===== src/rtl/gpio_irq_pkg.sv =====
package gpio_irq_pkg;
  typedef enum logic [1:0] {
    TRIG_RISE = 2'b00,
    TRIG_FALL = 2'b01,
    TRIG_HIGH = 2'b10,
    TRIG_LOW  = 2'b11
  } trig_e;

  localparam logic [7:0] OFS_OUTEN   = 8'h00;
  localparam logic [7:0] OFS_INEN    = 8'h04;
  localparam logic [7:0] OFS_DATA    = 8'h08;
  localparam logic [7:0] OFS_TYPE_HI = 8'h0C;  // pins 16..31
  localparam logic [7:0] OFS_TYPE_LO = 8'h10;  // pins 0..15
  localparam logic [7:0] OFS_MASK    = 8'h14;
  localparam logic [7:0] OFS_PEND    = 8'h18;
  localparam logic [7:0] OFS_CTL     = 8'h1C;

  localparam int CTL_SLICE_W = 5;
  localparam int CTL_PEND_B  = 0;
  localparam int CTL_EN_B    = 1;
  localparam int CTL_FAST_B  = 2;
endpackage


===== src/rtl/gpio_in_sampler.sv =====
module gpio_in_sampler #(
  parameter int NPINS    = 32,
  parameter int SLOW_DIV = 4
) (
  input  logic             clk_i,
  input  logic             rst_ni,
  input  logic             fast_i,
  input  logic [NPINS-1:0] pad_i,
  output logic [NPINS-1:0] smp_o,
  output logic [NPINS-1:0] prv_o,
  output logic             vld_o
);
  localparam int DIV_W = (SLOW_DIV > 2) ? $clog2(SLOW_DIV) : 1;
  localparam logic [DIV_W-1:0] DIV_LAST = DIV_W'(SLOW_DIV - 1);

  logic [DIV_W-1:0] div_q;
  logic [NPINS-1:0] sync1_q, sync2_q;
  logic             tick;

  assign tick = fast_i | (div_q == DIV_LAST);

  always_ff @(posedge clk_i or negedge rst_ni) begin
    if (!rst_ni) div_q <= '0;
    else if (div_q == DIV_LAST) div_q <= '0;
    else div_q <= div_q + 1'b1;
  end

  always_ff @(posedge clk_i or negedge rst_ni) begin
    if (!rst_ni) begin
      sync1_q <= '0;
      sync2_q <= '0;
    end else begin
      sync1_q <= pad_i;
      sync2_q <= sync1_q;
    end
  end

  always_ff @(posedge clk_i or negedge rst_ni) begin
    if (!rst_ni) begin
      smp_o <= '0;
      prv_o <= '0;
      vld_o <= 1'b0;
    end else begin
      vld_o <= tick;
      if (tick) begin
        smp_o <= sync2_q;
        prv_o <= smp_o;
      end
    end
  end


  slow_hold_chk: assert property (@(posedge clk_i) disable iff (!rst_ni)
    !tick |=> $stable(smp_o));
endmodule


===== src/rtl/gpio_irq_detect.sv =====
module gpio_irq_detect
  import gpio_irq_pkg::*;
#(
  parameter int NPINS = 32
) (
  input  logic               clk_i,
  input  logic               rst_ni,
  input  logic [NPINS-1:0]   smp_i,
  input  logic [NPINS-1:0]   prv_i,
  input  logic               vld_i,
  input  logic [2*NPINS-1:0] trig_i,
  input  logic [NPINS-1:0]   clr_i,
  output logic [NPINS-1:0]   pend_o,
  output logic [NPINS-1:0]   hit_o
);
  for (genvar g = 0; g < NPINS; g++) begin : g_pin
    trig_e trig;
    assign trig = trig_e'(trig_i[2*g +: 2]);

    always_comb begin
      unique case (trig)
        TRIG_RISE: hit_o[g] = vld_i & smp_i[g] & ~prv_i[g];
        TRIG_FALL: hit_o[g] = vld_i & ~smp_i[g] & prv_i[g];
        TRIG_HIGH: hit_o[g] = smp_i[g];
        default:   hit_o[g] = ~smp_i[g];
      endcase
    end

    // a new event wins over a same-cycle clear
    always_ff @(posedge clk_i or negedge rst_ni) begin
      if (!rst_ni) pend_o[g] <= 1'b0;
      else pend_o[g] <= (pend_o[g] & ~clr_i[g]) | hit_o[g];
    end


    pend_sticky_chk: assert property (@(posedge clk_i) disable iff (!rst_ni)
      (pend_o[g] && !clr_i[g]) |=> pend_o[g]);

    level_hold_chk: assert property (@(posedge clk_i) disable iff (!rst_ni)
      (trig == TRIG_HIGH && smp_i[g]) |=> pend_o[g]);
  end
endmodule


===== src/rtl/gpio_irq_port.sv =====
module gpio_irq_port
  import gpio_irq_pkg::*;
#(
  parameter int NPINS    = 32,
  parameter int PORT_IDX = 0,
  parameter int SLOW_DIV = 4
) (
  input  logic             clk_i,
  input  logic             rst_ni,
  input  logic             bus_req_i,
  input  logic             bus_we_i,
  input  logic [7:0]       bus_addr_i,
  input  logic [31:0]      bus_wdata_i,
  output logic [31:0]      bus_rdata_o,
  input  logic [NPINS-1:0] pad_i,
  output logic [NPINS-1:0] pad_o,
  output logic [NPINS-1:0] pad_oe_o,
  output logic             irq_o
);
  localparam int CTL_L = PORT_IDX * CTL_SLICE_W;

  logic [NPINS-1:0] outen_q, inen_q, dout_q, mask_q;
  logic [63:0]      trig_q;
  logic             en_q, fast_q, ppend_q;
  logic [NPINS-1:0] smp, prv, pend, hit, clr;
  logic             vld;
  logic             wr, rd;

  assign wr = bus_req_i & bus_we_i;
  assign rd = bus_req_i & ~bus_we_i;
  assign clr = (wr && bus_addr_i == OFS_PEND) ? bus_wdata_i[NPINS-1:0] : '0;

  always_ff @(posedge clk_i or negedge rst_ni) begin
    if (!rst_ni) begin
      outen_q <= '0;
      inen_q  <= '0;
      dout_q  <= '0;
      mask_q  <= '0;
      trig_q  <= '0;
      en_q    <= 1'b0;
      fast_q  <= 1'b0;
    end else if (wr) begin
      unique case (bus_addr_i)
        OFS_OUTEN:   outen_q <= bus_wdata_i[NPINS-1:0];
        OFS_INEN:    inen_q  <= bus_wdata_i[NPINS-1:0];
        OFS_DATA:    dout_q  <= bus_wdata_i[NPINS-1:0];
        OFS_TYPE_HI: trig_q[63:32] <= bus_wdata_i;
        OFS_TYPE_LO: trig_q[31:0]  <= bus_wdata_i;
        OFS_MASK:    mask_q  <= bus_wdata_i[NPINS-1:0];
        OFS_CTL: begin
          en_q   <= bus_wdata_i[CTL_L+CTL_EN_B];
          fast_q <= bus_wdata_i[CTL_L+CTL_FAST_B];
        end
        default: ;
      endcase
    end
  end

  always_ff @(posedge clk_i or negedge rst_ni) begin
    if (!rst_ni) ppend_q <= 1'b0;
    else ppend_q <= (ppend_q & ~(wr && bus_addr_i == OFS_CTL && bus_wdata_i[CTL_L+CTL_PEND_B]))
                    | (|(hit & mask_q));
  end

  gpio_in_sampler #(.NPINS(NPINS), .SLOW_DIV(SLOW_DIV)) u_smp (
    .clk_i (clk_i),
    .rst_ni(rst_ni),
    .fast_i(fast_q),
    .pad_i (pad_i),
    .smp_o (smp),
    .prv_o (prv),
    .vld_o (vld)
  );

  gpio_irq_detect #(.NPINS(NPINS)) u_det (
    .clk_i (clk_i),
    .rst_ni(rst_ni),
    .smp_i (smp),
    .prv_i (prv),
    .vld_i (vld),
    .trig_i(trig_q[2*NPINS-1:0]),
    .clr_i (clr),
    .pend_o(pend),
    .hit_o (hit)
  );

  always_comb begin
    bus_rdata_o = '0;
    if (rd) begin
      unique case (bus_addr_i)
        OFS_OUTEN:   bus_rdata_o = 32'(outen_q);
        OFS_INEN:    bus_rdata_o = 32'(inen_q);
        OFS_DATA:    bus_rdata_o = 32'((smp & inen_q) | (dout_q & ~inen_q));
        OFS_TYPE_HI: bus_rdata_o = trig_q[63:32];
        OFS_TYPE_LO: bus_rdata_o = trig_q[31:0];
        OFS_MASK:    bus_rdata_o = 32'(mask_q);
        OFS_PEND:    bus_rdata_o = 32'(pend);
        OFS_CTL: begin
          bus_rdata_o[CTL_L+CTL_PEND_B] = ppend_q;
          bus_rdata_o[CTL_L+CTL_EN_B]   = en_q;
          bus_rdata_o[CTL_L+CTL_FAST_B] = fast_q;
        end
        default: ;
      endcase
    end
  end

  assign pad_o    = dout_q;
  assign pad_oe_o = outen_q;
  assign irq_o    = en_q & |(pend & mask_q);


  irq_off_chk: assert property (@(posedge clk_i) disable iff (!rst_ni)
    (wr && bus_addr_i == OFS_CTL && !bus_wdata_i[CTL_L+CTL_EN_B]) |=> !irq_o);

  oe_hold_chk: assert property (@(posedge clk_i) disable iff (!rst_ni)
    !(wr && bus_addr_i == OFS_OUTEN) |=> $stable(pad_oe_o));

  irq_src_chk: assert property (@(posedge clk_i) disable iff (!rst_ni)
    $rose(irq_o) |-> (en_q && (|pend)));
endmodule


===== config.mk =====
export PLATFORM = sky130hd
export DESIGN_NAME = gpio_irq_port
export DESIGN_NICKNAME = d
export VERILOG_FILES = /design/src/rtl/gpio_irq_pkg.sv /design/src/rtl/gpio_in_sampler.sv /design/src/rtl/gpio_irq_detect.sv /design/src/rtl/gpio_irq_port.sv
export SDC_FILE = /design/constraint.sdc
export NUM_CORES = 1
export LEC_CHECK = 0
export ABC_AREA = 1
export BUFFER_PORTS_ARGS = -buffer_cell sky130_fd_sc_hd__clkbuf_2
export CAP_MARGIN = 20
export CORE_MARGIN = 2
export CORE_UTILIZATION = 55
export CTS_BUF_LIST = sky130_fd_sc_hd__clkbuf_8 sky130_fd_sc_hd__clkbuf_16
export CTS_CLUSTER_SIZE = 24
export DETAILED_ROUTE_END_ITERATION = 8
export PLACE_DENSITY = 0.75
export SKIP_LAST_GASP = 1
export SYNTH_ARGS = -nofsm -noshare
export SYNTH_HDL_FRONTEND = slang
export SYNTH_SLANG_ARGS = --single-unit

===== constraint.sdc =====
create_clock -name clk_i -period 3.41 [get_ports clk_i]
set_input_delay 0.682 -clock clk_i [delete_from_list [all_inputs] [get_ports clk_i]]
set_output_delay 0.682 -clock clk_i [all_outputs]
set_load 0.005 [all_outputs]

# After elaboration in Yosys (flattened, before gate mapping)
# Index checks and enable logic that the tools add are counted.
# totals
latch_bits	0
mem_count	0
input_bits	76
output_inout_bits	97
ff_bits	358
romBits	0
ram_bits	0
# op_classes
multipliers	0
div	0
mux	37
n_bitwise	302
reduce_logical	45
n_addsub	1
shifts	0
eq_ne	72
order_cmp	0
# ops
operator	count
29-bit one-hot mux with 7 select lines	1
1-bit bitwise AND	164
32-bit bitwise AND	4
1-bit NOT	98
1-bit one-hot mux with 3 select lines	32
2-bit == test (second input constant)	33
2-bit by 1-bit == test with 1-bit output (second input constant)	32
2-bit logical NOT	32
32-bit two-way mux	2
32-bit OR reduction	2
1-bit bitwise OR	34
8-bit by 5-bit == test with 1-bit output (second input constant)	4
32-bit NOT	1
32-bit bitwise OR	1
3-bit one-hot mux with 8 select lines	1
8-bit by 4-bit == test with 1-bit output (second input constant)	2
2-bit AND reduction	7
8-bit by 3-bit == test with 1-bit output (second input constant)	1
8-bit logical NOT	1
1-bit logical AND	3
2-bit by 1-bit adder with 2-bit output (second input constant)	1
2-bit two-way mux	1

# Depth between registers and ports, before layout
# Gate-level depths: netlist (run 1).
# depth
depth_word	7
depth_mapped	11
depth_no_buf	11

# Hierarchy
# A second synthesis (run 1) with hierarchy kept.
# hier_totals
cells_unflattened	2328
area_unflattened_um2	17321.6
# by_module_without_submodules
module	area_per_inst_um2	n_inst	cells_each
gpio_irq_port	10307.4	1	1432
gpio_in_sampler	4251.6	1	348
gpio_irq_detect	2762.6	1	548

# Worst setup path before layout (run 1)
# No wires, ideal clock.
# synth_path
path_kind	input to output
from	input bus_addr_i[5]
to	output bus_rdata_o[30]
arrival_time_ps	1675
path_slack_ps	1053
stages	8
path_cell_list	nor2_2 > nand3_4 > inv_2 > nand2_4 > buf_6 > o21ai_1 > nor2_1 > a21oi_1
# synth_between
elab_chain_cells	3
# synth_rtl
element	line	text
start: declaration	gpio_irq_port.sv:12	input logic [7:0] bus_addr_i,
8-bit by 5-bit == test with 1-bit output (tied with other cells)	gpio_irq_port.sv:90	unique case (bus_addr_i)
29-bit one-hot mux with 7 select lines *	gpio_irq_port.sv:90	
32-bit two-way mux *	gpio_irq_port.sv:89	if (rd) begin
end: declaration	gpio_irq_port.sv:14	output logic [31:0] bus_rdata_o,
# Mark *: on every way between the ends. The rest lies on a longest branch, timed or not.

# Final worst setup path (run 1)
# layout_path
from	input bus_addr_i[5]
to	output bus_rdata_o[0]
# layout_between
elab_chain_cells	3
# layout_rtl
element	line
8-bit by 5-bit == test with 1-bit output (tied with other cells)	gpio_irq_port.sv:90
3-bit one-hot mux with 8 select lines *	gpio_irq_port.sv:90
32-bit two-way mux *	gpio_irq_port.sv:89
# Marked as above.

==> results of run 1 <==
-- power groups by stage --
stage / Combinational [mW] / Clock [mW] / Sequential, mW
final: 0.696 / 4.04 / 4.55
after global routing: 0.791 / 4.25 / 4.56
after detailed placement: 0.687 / 0 / 4.62
after floorplan: 0.374 / 0 / 4.57
after CTS: 0.695 / 4.06 / 4.54
after global placement: 0.667 / 0 / 4.61
-- worst min-delay path by stage --
stage,to,from
6_report,pad_o[22],rst_ni
5_1_grt,pad_o[22],rst_ni
4_1_cts,pad_o[22],rst_ni
3_5_place_dp,u_smp.sync2_q[11],u_smp.sync1_q[11]
3_3_place_gp,u_smp.sync2_q[5],u_smp.sync1_q[5]
2_1_floorplan,u_smp.sync2_q[0],u_smp.sync1_q[0]
-- metal layers --
metal | share of wire, % | wire, microns | track usage (%) | vias to the layer above
met2 | 46 | 21600 | 48.8 | 725
met1 | 42 | 19700 | 44.6 | 6782
li1 | - | - | - | 6592
met3 | 9.1 | 4300 | 5.17 | 116
met5 | 0 | 0 | 0 | -
met4 | 3.5 | 1670 | 11.8 | 0
-- state kept, by name, summed over array words and instances (netlist names) --
register	count
en_q	1
fast_q	1
inen_q	32
mask_q	32
pad_o	32
pad_oe_o	32
ppend_q	1
trig_q	64
u_det.pend_o	32
u_smp.div_q	2
u_smp.prv_o	32
u_smp.smp_o	32
u_smp.sync1_q	32
u_smp.sync2_q	32
u_smp.vld_o	1
-- Yosys cell counts (all sizes together), types with 5 or more instances --
master,n,share of area [%]
o22ai,21,0.81
dfrtp,358,55
buf,49,2.2
a22o,5,0.27
inv,179,4.1
nand4,5,0.19
nand3,48,1.6
mux2,5,0.35
o21ai,382,13
nand2,713,17
clkbuf,29,0.69
a21oi,49,1.5
nor2,100,2.6
-- cells by family after synthesis --
logic type | share of synthesized area (%)
AO/OA/AOI/OAI | 15.7
adder cells (fa/ha/maj) | 0.0771
buffers and inverters | 7.10
flip-flops | 55.2
multiplexers | 0.347
AND/OR/NAND/NOR | 21.6
-- final cells by class --
type	count	area (sq um)
fill	2429	10200
sequential	358	8960
multi-input combinational	1345	6120
timing repair buffer	193	1150
clock buffer	47	1090
inverter	181	681
tap	384	480
clock inverter	17	129
-- stage by stage --
step | hold WS [ps] | worst slack, ps | area (sq um)
floorplan | 331 | 1050 | 16200
global placement | 334 | 402 | 17400
detailed placement | 336 | 347 | 17400
CTS | 218 | 345 | 18600
global route | 228 | 199 | 18600
finish | 176 | 283 | 18600
==> results.cfg, run 1 <==
[power]
p_sw_mw = 2.27
peakVddDrop_uv = 503
p_clk_share_pct = 43.5
pwr-share-seq_pct = 49.0
totalPowerFinal_mw = 9.28
pwr_density_cell_mw_per_mm2 = 499
combPwrFrac_pct = 7.5
swShare_pct = 24.4
intPower_mw = 7.02
p_leak_nw = 8.99

[synthesis]
seq_area_frac_synth_pct = 55.2
synth.distinct_cells = 35
yosysWarnings = 0
synthesis.area_sq_mm = 0.0162
syn_area_per_cell_sq_um = 8.27
syn_nets = 2039
synthCells = 1962
ys.flop_type = dfrtp_1
synth_edf_count = 0
synth_seq_cells = 358
async_reset_ff_share_pct = 100

[cells_and_area]
fin_nets = 2194
layout_commonest_cell = nand2_1
utilization_pct = 64.5
instances_no_fill = 2525
area_delta_synth_final_pct = 14.7
drive_gt1_share_pct = 15.1
diodes = 0
final_cell_mix = nand2_1, dfrtp_1, o21ai_0, inv_1, clkbuf_2

[sta]
max_slew_margin_pct = 36.3
final-hold-violation-count = 0
finalCritPeriodShare_pct = 91.7
fmaxAchievable_mhz = 320
fin_tns_setup_ps = 0
tightest_slew_ps = 956
slew_violations = 0
rsz0062_at_grt = false
finClkSkew_ps = 18.9
period_minus_slack_ps = 3130
setup_violations = 0

[worst_setup_path]
crit_path_start_kind = input port
critPathCaptureType = output pin
r2r_cells = 5
cp_top_family = simple AND/OR/NAND/NOR gates
r2r_end = u_smp.smp_o[27]
r2r_start = u_smp.div_q[0]
crit_path_start = bus_addr_i[5]
crit_path_end = bus_rdata_o[0]
cp_max_fo = 25
crit_arrival_ps = 2450
critPathMaxStageDelay_ps = 290
r2r_setup_slack_ps = 1490
critPathBufInv = 4
path_depth = 11
worstPathCellList = clkbuf_2 > nor2_2 > nand3_4 > inv_2 > nand2_4 > clkinv_2 > nand2_1 > nand2_1 > nor2_1 > a21oi_1 > clkbuf_2
cp.required_ps = 2730
slowest_stage = nand2_4
worstSetupPathType = in2out

[cts]
cts_tree = done
numCtsBuffers = 38
cts_resized = 0
postCtsSetupBuffers = 0
clk_latency_ps = 530
cts_max_level = 2
cts_sinks = 358
cts-root-buf = clkbuf_16
clk_path_buf_depth = 3
clk_pin_slew_worst_paths_ps = 60
ctsHoldBuffers = 0

[worst_hold_path]
hold_class = in2async

[global_routing]
grt_antenna_before_repair = 0
grt_pass1_vias = 13760
grt_overflow_total = 0
grt_max_degree = 95
grt_usage_pct = 31.4
grt_pass1_wl_microns = 75300

[floorplanning]
io_pins = 173
die_height_microns = 176
initial_core_util_pct = 56.2
coreArea_sq_mm = 0.0289
die_area_sq_mm = 0.0309
die_x_microns = 176
placementRows = 62

[place]
portBuffers = 172
dp_hpwl_microns = 31500
dp.cells = 2461
place.gp.congestion = 0.918

[route]
vias = 14215
drtIter0Drc = 1601
first_pass_iters = 6
wl_per_cell_microns = 18.7
vias_per_cell = 5.63
routed_wl_microns = 47300
drc = 0
ant_nets = 0

[run_status]
status = completed

[job]
timing.max_cap.violations = 0
Power figures use the tool's default switching activity.
==> run 2: changes to the inputs <==
- MAX_ROUTING_LAYER: unset -> met4
- PLACE_DENSITY: 0.75 -> 0.71
==> run 2 against run 1 <==
Compared with the run above: clock skew grew 1.7 ps; sequential share of layout area is 0.30 points lower; die area unchanged; count of clock-buffer cells in the layout rose by 2; flip-flop and latch count unchanged; critical endpoint unchanged; highest routed layer unchanged; non-clock buffer count increased by 1; final area up 0.63%; via count down 1.1%; largest cell class unchanged; core utilization increased by 0.40 points; largest power group unchanged; clock power up 3%.
==> results.cfg, run 2 (synthesis gave the netlist of run 1 again) <==
[run_status]
status = completed

[worst_setup_path]
slowest_stage = nand2_4
cp.required_ps = 2730
worstPathCellList = clkbuf_2 > nor2_2 > nand3_4 > inv_2 > nand2_4 > clkinv_2 > nand2_1 > nand2_1 > nor2_1 > a21oi_1 > clkbuf_2
critPathCaptureType = output pin
cp_max_fo = 17
crit_path_start_kind = input port
crit_arrival_ps = 2360
worstSetupPathType = in2out
critPathMaxStageDelay_ps = 240

[floorplanning]
die_x_microns = 176
die_area_sq_mm = 0.0309
coreArea_sq_mm = 0.0289
die_height_microns = 176
placementRows = 62
initial_core_util_pct = 56.2
io_pins = 173

[cells_and_area]
largest_reg_flops = 64
layout_commonest_cell = nand2_1
area_delta_synth_final_pct = 15.4
seq_area_sq_mm = 0.00896
diodes = 0
final_cell_mix = nand2_1, dfrtp_1, o21ai_0, inv_1, clkbuf_2
multi_input_area_sq_mm = 0.00612
regMostFlops = trig_q
drive_gt1_share_pct = 15.6
fin_nets = 2195
nFillCells = 2508

[power]
p_leak_nw = 9.04
peakVddDrop_uv = 364
pwr_density_cell_mw_per_mm2 = 503
totalPowerFinal_mw = 9.42

[global_routing]
grt_usage_pct = 32.2
grt_pass1_vias = 13252
grt_antenna_before_repair = 0
grt_pass1_wl_microns = 74200
grt_max_degree = 83
grt_overflow_total = 0

[place]
dp_hpwl_microns = 31800
portBuffers = 172
place.gp.congestion = 0.933

[route]
drc = 0
wl_per_cell_microns = 18.7
wl_met1_microns = 20400
drtIter0Drc = 1489
wl_met3_microns = 4290
ant_nets = 0
vias = 14054
routed_wl_microns = 47300
highest_layer = met4
wl_met2_microns = 21200
vias_per_cell = 5.55
first_pass_iters = 7

[sta]
tightest_slew_ps = 951
period_minus_slack_ps = 3040
finalHoldWorstSlack_ps = 101
max_slew_margin_pct = 36.6
final-hold-violation-count = 0
rsz0062_at_grt = false
setup_violations = 0
fmaxAchievable_mhz = 329
fin_tns_setup_ps = 0
finClkSkew_ps = 20.6
finalCritPeriodShare_pct = 89.2
slew_violations = 0

[cts]
numCtsBuffers = 38
cts_sinks = 358
postCtsSetupBuffers = 0
cts_max_level = 2
clk_pin_slew_worst_paths_ps = 60
cts_resized = 0
clk_latency_ps = 530
clk_path_buf_depth = 3
cts_tree = done
ctsHoldBuffers = 0
cts-root-buf = clkbuf_16

[worst_hold_path]
hold_class = in2async

[job]
timing.max_cap.violations = 0
[run 2: routing by layer]
| layer | track usage [%] | vias up |
|---|---|---|
| met5 | - | - |
| met4 | 9.81 | 0 |
| met3 | 6.54 | 116 |
| met2 | 48.2 | 650 |
| met1 | 44.6 | 6684 |
| li1 | - | 6604 |
[run 2: per-stage QoR]
stage | instance area [sq um] | setup slack, ps | instances | util, %
floorplan | 16200 | 1050 | 1962 | -
global placement | 17400 | 444 | 2462 | 60.4
detailed placement | 17400 | 405 | 2462 | 60.4
CTS | 18700 | 399 | 2532 | 64.9
global route | 18700 | 177 | 2532 | 64.9
finish | 18700 | 367 | 2532 | 64.9
[run 2: cell type report]
cell class / instances / share of cell area, %
Sequential cell: 358 / 47.8
Multi-Input combinational cell: 1345 / 32.7
Timing Repair Buffer: 194 / 6.40
Clock buffer: 49 / 6.07
Inverter: 181 / 3.63
Tap cell: 384 / 2.57
Clock inverter: 21 / 0.802
[run 2: worst max-delay path: cells and delay by family]
kind	cells	cell delay (ps)
compound gates	1	190
buf+inv	4	650
simple gates	6	830
[run 2: final timing paths]
| path | startpoint | end | slack [ps] | cells past startpoint |
|---|---|---|---|---|
| worst max-delay path | bus_addr_i[5] | bus_rdata_o[0] | 370 | 11 |
| worst min-delay path | rst_ni | u_smp.smp_o[30] | 100 | 1 |
| worst max register to register | u_smp.div_q[0] | u_smp.smp_o[0] | 1520 | 6 |
| worst min register to register | u_smp.sync1_q[29] | u_smp.sync2_q[29] | 340 | 0 |
| max in group asynchronous | rst_ni | u_smp.sync1_q[17] | 2470 | 2 |
| min in group clk_i | pad_i[3] | u_smp.sync1_q[3] | 260 | 1 |
[run 2: where the power goes]
group / internal (mW) / leakage [nW] / switching [mW] / total, mW
sequential: 4.42 / 4.50 / 0.127 / 4.54
combinational: 0.212 / 3.87 / 0.483 / 0.694
clock: 2.50 / 0.670 / 1.69 / 4.18
total: 7.13 / 9.04 / 2.30 / 9.42
==> run 3: changes to the inputs <==
- clock period: 3.41 -> 3.6 ns (I/O delays scaled with it)
==> run 3 against run 2 <==
Compared with the run above: die area did not move; combinational power is 4.9% lower; register-to-register slack improved by 250 ps; core utilization down 0.23 points; first-iteration DRC count fell by 1.8%; clock power fell by 5.7%; total power decreased by 5.5%; critical path depth is 1 higher; clock skew shrank 8.0 ps; non-clock buffer count fell by 1; final cell count shrank 0.16%; largest cell class unchanged; largest power group unchanged; highest routed layer unchanged.
==> results.cfg, run 3 (synthesis gave the netlist of run 1 again) <==
[cts]
clk_pin_slew_worst_paths_ps = 60
clk_latency_ps = 530
ctsHoldBuffers = 0
cts-root-buf = clkbuf_16
cts_max_level = 2
cts_sinks = 358
postCtsSetupBuffers = 0
cts_tree = done
numCtsBuffers = 38
clk_path_buf_depth = 3
cts_resized = 0

[sta]
slew_violations = 0
period_minus_slack_ps = 3150
finalHoldWorstSlack_ps = 244
rsz0062_at_grt = false
max_slew_margin_pct = 38.4
tightest_slew_ps = 924
finalCritPeriodShare_pct = 87.6
final-hold-violation-count = 0
finClkSkew_ps = 12.6
setup_violations = 0
fmaxAchievable_mhz = 317
fin_tns_setup_ps = 0

[floorplanning]
coreArea_sq_mm = 0.0289
initial_core_util_pct = 56.2
die_height_microns = 176
die_area_sq_mm = 0.0309
placementRows = 62
die_x_microns = 176
io_pins = 173

[cells_and_area]
drive_gt1_share_pct = 15.3
multi_input_area_sq_mm = 0.00612
fin_nets = 2194
nFillCells = 2501
largest_reg_flops = 64
seq_area_sq_mm = 0.00896
layout_commonest_cell = nand2_1
stdcell_area_sq_mm = 0.0187
area_delta_synth_final_pct = 15.0
diodes = 0
regMostFlops = trig_q
final_cell_mix = nand2_1, dfrtp_1, o21ai_0, inv_1, clkbuf_2

[run_status]
status = completed

[place]
place.gp.congestion = 0.959
portBuffers = 172
dp_hpwl_microns = 31700
postPlaceCellArea_sq_mm = 0.0174

[global_routing]
grt_usage_pct = 32.0
grt_overflow_total = 0
grt_antenna_before_repair = 0
grt_max_degree = 98
grt_pass1_vias = 13107
grt_pass1_wl_microns = 73300

[route]
vias = 13978
wl_met3_microns = 4740
drtIter0Drc = 1462
wl_per_cell_microns = 18.7
highest_layer = met4
routed_wl_microns = 47300
ant_nets = 0
first_pass_iters = 5
drc = 0
wl_met1_microns = 20600
vias_per_cell = 5.53
wl_met2_microns = 20600

[power]
p_leak_nw = 9.02
pwr-share-seq_pct = 48.3
swShare_pct = 24.5
pwr_density_cell_mw_per_mm2 = 477
p_clk_share_pct = 44.3
combPwrFrac_pct = 7.4
peakVddDrop_uv = 452
p_sw_mw = 2.18
totalPowerFinal_mw = 8.91
intPower_mw = 6.73

[worst_hold_path]
hold_class = in2async

[worst_setup_path]
crit_path_start_kind = input port
crit_arrival_ps = 2430
critPathMaxStageDelay_ps = 430
worstSetupPathType = in2out
cp.required_ps = 2880
critPathCaptureType = output pin
cp_max_fo = 12
r2r_setup_slack_ps = 1770
slowest_stage = nor2_4
worstPathCellList = clkbuf_2 > inv_1 > nand2_2 > nor2_2 > nand2_1 > nor2_4 > buf_4 > nand2_1 > o21ai_1 > nor2_1 > a21oi_1 > clkbuf_2

[job]
timing.max_cap.violations = 0
==> run 3: cell types whose count changed in the layout (fill, tap and decap cells not counted), sizes merged <==
cell      delta
clkbuf       -2
bufinv       +1
inv          +5
clkinvlp     -1
buf          -1
clkinv       -6
==> run 3: per-stage QoR <==
stage	std cells	worst slack, ps	util, %
5_1_grt	2528	287	64.7
3_5_place_dp	2461	479	60.3
2_1_floorplan	1962	1170	-
3_3_place_gp	2461	504	60.3
6_report	2528	446	64.7
4_1_cts	2528	480	64.7
==> run 3: path summary, 6_finish.rpt <==
check	startpoint	end	cells past startpoint
worst max-delay path	bus_addr_i[1]	bus_rdata_o[0]	12
worst min-delay path	rst_ni	pad_oe_o[25]	1
worst max register to register	u_smp.vld_o	ppend_q	8
worst min register to register	u_smp.sync1_q[26]	u_smp.sync2_q[26]	0
max in group asynchronous	rst_ni	u_smp.smp_o[21]	2
min in group clk_i	pad_i[14]	u_smp.sync1_q[14]	1
==> run 3: worst max-delay path, delay by kind of cell <==
| kind | cells | cell delay (ps) |
|---|---|---|
| compound gates | 2 | 220 |
| buf+inv | 4 | 630 |
| simple gates | 6 | 850 |
==> run 3: cell type report <==
cell class / count / area share (%)
flip-flops and latches: 358 / 48.0
clock buffers: 47 / 5.82
well taps: 384 / 2.57
multi-input cells: 1345 / 32.8
clock inverters: 20 / 0.892
inverters: 181 / 3.65
repair buffers: 193 / 6.25
==> run 3: layer usage <==
metal / up-vias / track usage (%)
met1: 6641 / 45.5
met5: - / -
met3: 81 / 6.65
met4: 0 / 9.61
li1: 6601 / -
met2: 655 / 46.5
==> run 3: power by group through the flow <==
| stage | combinational, mW | clock, mW | sequential (mW) |
|---|---|---|---|
| final | 0.660 | 3.94 | 4.30 |
| after CTS | 0.661 | 3.97 | 4.30 |
| after detailed placement | 0.658 | 0 | 4.37 |
| after global routing | 0.754 | 4.16 | 4.32 |
| after global placement | 0.643 | 0 | 4.37 |
| after floorplan | 0.355 | 0 | 4.33 |
